$ cat config.mk
export PLATFORM = sky130hd
export DESIGN_NAME = rxq_flow_ctrl
export DESIGN_NICKNAME = d
export VERILOG_FILES = /design/src/rtl/rxq_flow_ctrl.sv
export SDC_FILE = /design/constraint.sdc
export NUM_CORES = 1
export LEC_CHECK = 0
export BUFFER_PORTS_ARGS = -buffer_cell sky130_fd_sc_hd__buf_2
export CORE_UTILIZATION = 53
export DETAILED_ROUTE_END_ITERATION = 8
export PLACE_DENSITY = 0.81
export SLEW_MARGIN = 15
export SYNTH_ARGS = -nofsm -noshare
export SYNTH_HDL_FRONTEND = slang
export SYNTH_SLANG_ARGS = --single-unit
$ cat constraint.sdc
create_clock -name clk -period 3.3 [get_ports clk]
set_clock_uncertainty 0.05 [all_clocks]
set_input_delay 0.33 -clock clk [delete_from_list [all_inputs] [get_ports clk]]
set_output_delay 0.33 -clock clk [all_outputs]
set_load 0.02 [all_outputs]
$ cat src/rtl/rxq_flow_ctrl.sv
module rxq_flow_ctrl #(
  parameter int LVL_W = 12,
  parameter int CNT_W = 16
) (
  input  logic             clk,
  input  logic             rst_n,
  input  logic [LVL_W-1:0] level,
  input  logic [LVL_W-1:0] thr_high,
  input  logic [LVL_W-1:0] thr_low,
  input  logic             full_duplex,
  input  logic [15:0]      pause_quanta,
  input  logic [CNT_W-1:0] refresh_period,
  input  logic             tx_idle,
  input  logic             pause_done,
  input  logic             status_clr,
  output logic             congested,
  output logic             backpressure,
  output logic             pause_req,
  output logic [15:0]      pause_value,
  output logic             status_flag
);

  logic             cong_q, flag_q;
  logic             want_q, active_q, paused_q;
  logic [15:0]      want_val_q, act_val_q;
  logic [CNT_W-1:0] cnt_q;

  wire hit_high  = level >= thr_high;
  wire below_low = level < thr_low;
  wire onset     = !cong_q && hit_high;
  wire release_c = cong_q && below_low;
  wire launch    = want_q && !active_q && tx_idle;
  wire finish    = active_q && pause_done;
  wire cnt_run   = cong_q && full_duplex && paused_q && !active_q && !want_q && !release_c;
  wire tick      = cnt_run && (cnt_q == refresh_period - 1'b1);
  wire need_zero = paused_q || (active_q && act_val_q != '0) || (launch && want_val_q != '0);

  always_ff @(posedge clk or negedge rst_n) begin
    if (!rst_n) begin
      cong_q <= 1'b0;
      flag_q <= 1'b0;
    end else begin
      if (onset)          cong_q <= 1'b1;
      else if (release_c) cong_q <= 1'b0;
      if (onset)           flag_q <= 1'b1;
      else if (status_clr) flag_q <= 1'b0;
    end
  end

  always_ff @(posedge clk or negedge rst_n) begin
    if (!rst_n) begin
      want_q     <= 1'b0;
      want_val_q <= '0;
    end else if (!full_duplex) begin
      want_q <= 1'b0;
    end else if (onset || tick) begin
      want_q     <= 1'b1;
      want_val_q <= pause_quanta;
    end else if (release_c) begin
      want_q     <= need_zero;
      want_val_q <= '0;
    end else if (launch) begin
      want_q <= 1'b0;
    end
  end

  always_ff @(posedge clk or negedge rst_n) begin
    if (!rst_n) begin
      active_q  <= 1'b0;
      act_val_q <= '0;
      paused_q  <= 1'b0;
    end else if (launch) begin
      active_q  <= 1'b1;
      act_val_q <= want_val_q;
    end else if (finish) begin
      active_q <= 1'b0;
      paused_q <= act_val_q != '0;
    end
  end

  always_ff @(posedge clk or negedge rst_n) begin
    if (!rst_n)                cnt_q <= '0;
    else if (cnt_run && !tick) cnt_q <= cnt_q + 1'b1;
    else                       cnt_q <= '0;
  end

  assign congested    = cong_q;
  assign backpressure = cong_q && !full_duplex;
  assign pause_req    = active_q;
  assign pause_value  = act_val_q;
  assign status_flag  = flag_q;

endmodule


# Word level (Yosys, flattened, before mapping)
# Cells that the tools add are included.
totals:
  output_inout_bits: 20
  regBits: 53
  inputBits: 74
classes:
  n_bitwise: 1
  addsub: 2
  order_cmp: 2
  n_mux: 13
  reduce_logical: 32
  eq_ne: 2
ops:
  columns: ["cell", "n"]
  rows:
  - ["$mux 16", 3]
  - ["$reduce_bool 16->1", 2]
  - ["$add 16x1->16 const B", 1]
  - ["$eq 16x16->1", 1]
  - ["$sub 16x1->16 const B", 1]
  - ["$logic_and 1x1->1", 15]
  - ["$ge 12x12->1", 1]
  - ["$lt 12x12->1", 1]
  - ["$mux 1", 10]
  - ["$reduce_bool 2->1", 4]
  - ["$logic_not 1->1", 6]
  - ["$ne 4x1->1 const B", 1]
  - ["$reduce_and 2->1", 2]
  - ["$logic_or 1x1->1", 3]
  - ["$not 1->1", 1]

# Longest topological paths before layout
depth:
  ltp_word: 9
  depth_mapped: 11

# Worst setup path before layout
# OpenSTA, ideal clock, no wires.
synth_timing:
  kind: "input to register"
  from: "input port refresh_period[5]"
  to: "register want_val_q[10]"
  n_path_buf: 2
  slack_ns: 0.222
  setup_ns: 0.121
  cell_stages: 10
  arrival_ns: 2.907
  cell_sequence: "or4_1 > buf_2 > or4_4 > or4_1 > clkinv_1 > o2111ai_2 > nor3b_2 > o31ai_2 > buf_6 > a22o_1"
synth_between:
  elab_chain_len: 6
synth_rtl:
  columns: ["item", "line_no", "source"]
  rows:
  - ["start: declaration", "12", "input logic [CNT_W-1:0] refresh_period,"]
  - ["$sub 16x1->16 (*)", "35", "wire tick = cnt_run && (cnt_q == refresh_period - 1'b1);"]
  - ["$eq 16x16->1 (*)", "35", null]
  - ["$logic_and 1x1->1 (*)", "35", null]
  - ["$logic_or 1x1->1 (*)", "56", "end else if (onset || tick) begin"]
  - ["$reduce_bool 2->1 (no line)", null, null]
  - ["$reduce_and 2->1 (no line)", null, null]
  - ["end signal: assignment", "58", "want_val_q <= pause_quanta;"]
  - ["end: declaration", "25", "logic [15:0] want_val_q, act_val_q;"]
# Every way passes the cells marked *; elsewhere a longest branch is shown, timed or not.
# A chain may end at the register's enable or synchronous reset.

# Worst setup path after layout
layout_timing:
  from: "input port refresh_period[0]"
  to: "register want_val_q[1]"
# Same word-level chain as after synthesis.

==> impl_metrics.csv <==
group,metric,value,unit
layout,layout-drive-gt1-share,0.262,
synthesis,async_reset_ff_frac,1.00,
grt,grt_use_total,0.253,
cts,clkSlewWorstSetupHoldPaths,0.09,ns
layout,fin_util,0.671,
synthesis,synth_nets,460,
detailed_routing,top_layer,"met4",
grt,grt_max_degree,41,
place,dp_hpwl,6350,um
detailed_routing,dr.pass1.iters,4,
layout,final_nets,565,
cts,cts_buffer_depth,2,
synthesis,ys_ff_latch,53,
cts,numCtsBuffers,5,
critical_path,r2r-end,"want_val_q[1]",
outcome,status,"finished clean",
critical_path,worstPathCellList,"buf_2 > inv_1 > ha_1 > or4b_1 > buf_4 > nor3_1 > xnor2_1 > a2111oi_1 > o2111ai_2 > nor3b_2 > o31ai_4 > a22o_1",
synthesis,synthTopCellsByCount,"55 x nand2_1, 53 x dfrtp_1, 33 x nor2_1",
synthesis,synth.distinct_cells,60,
run,drv_cap,0,
critical_path,cp.required,3.44,ns
critical_path,worst-setup-path-type,"in -> reg",
pwr,switching_share,0.375,
detailed_routing,via_per_inst,5.62,
pwr,seqPwrFrac,0.478,
critical_path,ff2ff_path_depth,8,
timing,drv_slew,0,
timing,setup_tns,0,ns
synthesis,mappedNetlistArea,0.00333,mm^2
cts,cts_tree,"yes",
timing,finalCriticalPeriod,3.03,ns
grt,grt_pass1_vias,2855,
pwr,ir_drop,424,uV
grt,grt_antenna_before_repair,0,
grt,grt-ovfl-total,0,
synthesis,synth_top_flop_cell,"dfrtp_1",
synthesis,synth_edf_count,0,
layout,antennaDiodeCount,0,
timing,fmax,330,MHz
die,initial_utilization,0.555,
critical_path,r2r_setup_slack,0.54,ns
cts,cts.sinks,53,
layout,syn2layout_area_growth,20.8,%
pwr,power.internal,1.25,mW
detailed_routing,drc,0,
synthesis,synth_area_leaders,"dfrtp_1 40%, ha_1 9.4%, nand2_1 6.2%, xor2_1 4.7%, xnor2_1 4.5%",
die,core,0.00599,mm^2
timing,rsz0062_at_grt,"no",
pwr,share_clk_of_total_power,0.167,
die,rows,28,
die,die_h,81.2,um
cts,insertion_delay,0.29,ns
timing,hold_viol,0,
synthesis,synth.top_cell.area_share,0.399,
place,port_buffers,93,
die,io_pins,94,
detailed_routing,wl_per_cell,14.6,um
detailed_routing,m1WireLength,3360,um
worst_hold_path,hp-class,"in -> async",
cts,h-tree-depth,2,
detailed_routing,met3_length,337,um
critical_path,cp_top_family,"compound AO/OA/AOI/OAI gates",
critical_path,path_max_fanout,16,
critical_path,crit_arrival,3.16,ns
cts,cts-root-buf,"clkbuf_8",
synthesis,ys_seq_area_frac,0.399,
place,place_ws,-0.218,ns
detailed_routing,met2WireLength,4070,um
critical_path,slowest_delay,0.50,ns
die,die_w,81.2,um
synthesis,synth_area_leader_cell,"dfrtp_1",
timing,fin_crit_sh,0.917,
synthesis,syn_inst,361,
critical_path,cp-end-kind,"flop",
timing,finalWorstSetupSlack,0.274,ns
cts,cts_setup_buffers,0,
timing,finalSetupViolations,0,
timing,tightest_slew,0.834,ns
die,die_area,0.00660,mm^2
grt,grt_pass1_wl,12800,um
synthesis,yosysWarningCount,0,
pwr,power.leakage,2.08,nW
detailed_routing,routed_wl,7870,um
synthesis,yosysMostFrequentCell,"nand2_1",
critical_path,start_kind,"primary input",
detailed_routing,antenna_left,0,
pwr,power_density,498,mW/mm^2
critical_path,r2r_start,"cnt_q[9]",
detailed_routing,drtIter0Drc,128,
pwr,power_switching,0.750,mW
detailed_routing,num_vias,3036,
critical_path,path_buf_inv,3,
synthesis,postSynthAreaPerCell,9.22,um^2
critical_path,cp-startpoint,"refresh_period[0]",
pwr,combPwrFrac,0.356,
critical_path,cp_slowest_cell,"a2111oi_1",
place,gp_congestion,0.874,
timing,slew_headroom,0.444,
[registers in the layout, summed over array words and instances (netlist names)]
| name | count |
|---|---|
| cnt_q | 16 |
| congested | 1 |
| pause_req | 1 |
| want_q | 1 |
| status_flag | 1 |
| pause_value | 16 |
| want_val_q | 16 |
| paused_q | 1 |
[layout make-up]
class                           count  area (um^2)
Clock buffer                        5         68.8
Clock inverter                      1         5.00
Fill cell                         497         1970
Inverter                           33          124
Multi-Input combinational cell    269         1850
Sequential cell                    53         1330
Tap cell                           75         93.8
Timing Repair Buffer              104          548
[stage by stage]
stage	instances	hold slack, ns	total power, mW	instance area, um^2
floorplan	361	-0.0156	1.42	3330
global placement	534	0.408	1.64	3930
detailed placement	534	0.417	1.67	3930
CTS	540	0.108	1.99	4000
global route	540	0.147	2.13	4020
finish	540	0.0750	2.00	4020
[cells by family (layout without fill, tap and decap cells)]
group / count (synthesis) / in the layout / synth area share
and+or+nand+nor: 152 / 152 / 0.227
AOI/OAI and AO/OA: 54 / 54 / 0.129
DFF: 53 / 53 / 0.399
buffers and inverters: 39 / 143 / 0.0493
xor gates and xnor gates: 35 / 35 / 0.0921
adders and majority gates: 25 / 25 / 0.0940
muxes: 3 / 3 / 0.00978
[worst reg2reg max path: cells and delay by family (launching register included)]
kind,cells,cell delay (ns)
compound gates,4,1.19
xor+xnor,2,0.50
flops,1,0.46
simple gates,2,0.46
[worst max path at each step]
stage          slack [ns]        endpoint  cells after the start
2_1_floorplan        0.22  want_val_q[10]                     10
3_3_place_gp        -0.13  want_val_q[10]                      9
3_5_place_dp        -0.22   want_val_q[1]                      9
4_1_cts              0.08   want_val_q[1]                     12
5_1_grt              0.07   want_val_q[1]                     12
6_report             0.27   want_val_q[1]                     12
[timing repair]
item	in CTS	in global routing
hold buffers	0	0
resized for setup	0	2
setup endpoints to repair	0	16
hold endpoints to repair	0	0
[layout by cell type, fill, tap and decap left out, drive strengths merged, types with 4 or more instances in the layout]
master	instances
a22o	16
o21ai	8
ha	25
dfrtp	53
and3	5
nor4	10
clkbuf	5
nand2	55
o31ai	4
xor2	18
nor3	6
nor2b	4
buf	104
nor2	33
xnor2	17
inv	31
or4	4
nand3	12
nand4	6
[power by group through the flow]
| stage | registers (mW) | logic [mW] | clock network [mW] |
|---|---|---|---|
| global route | 0.976 | 0.788 | 0.368 |
| finish | 0.956 | 0.712 | 0.333 |
| CTS | 0.953 | 0.707 | 0.334 |
| detailed placement | 0.965 | 0.704 | 0 |
| floorplan | 1.03 | 0.388 | 0 |
| global placement | 0.961 | 0.681 | 0 |
[metal layers]
| layer | track usage | vias up |
|---|---|---|
| met5 | 0 | - |
| met4 | 0.0571 | 0 |
| met2 | 0.449 | 84 |
| met1 | 0.330 | 1476 |
| met3 | 0.0281 | 10 |
| li1 | - | 1466 |
(Power assumes the default switching activity.)
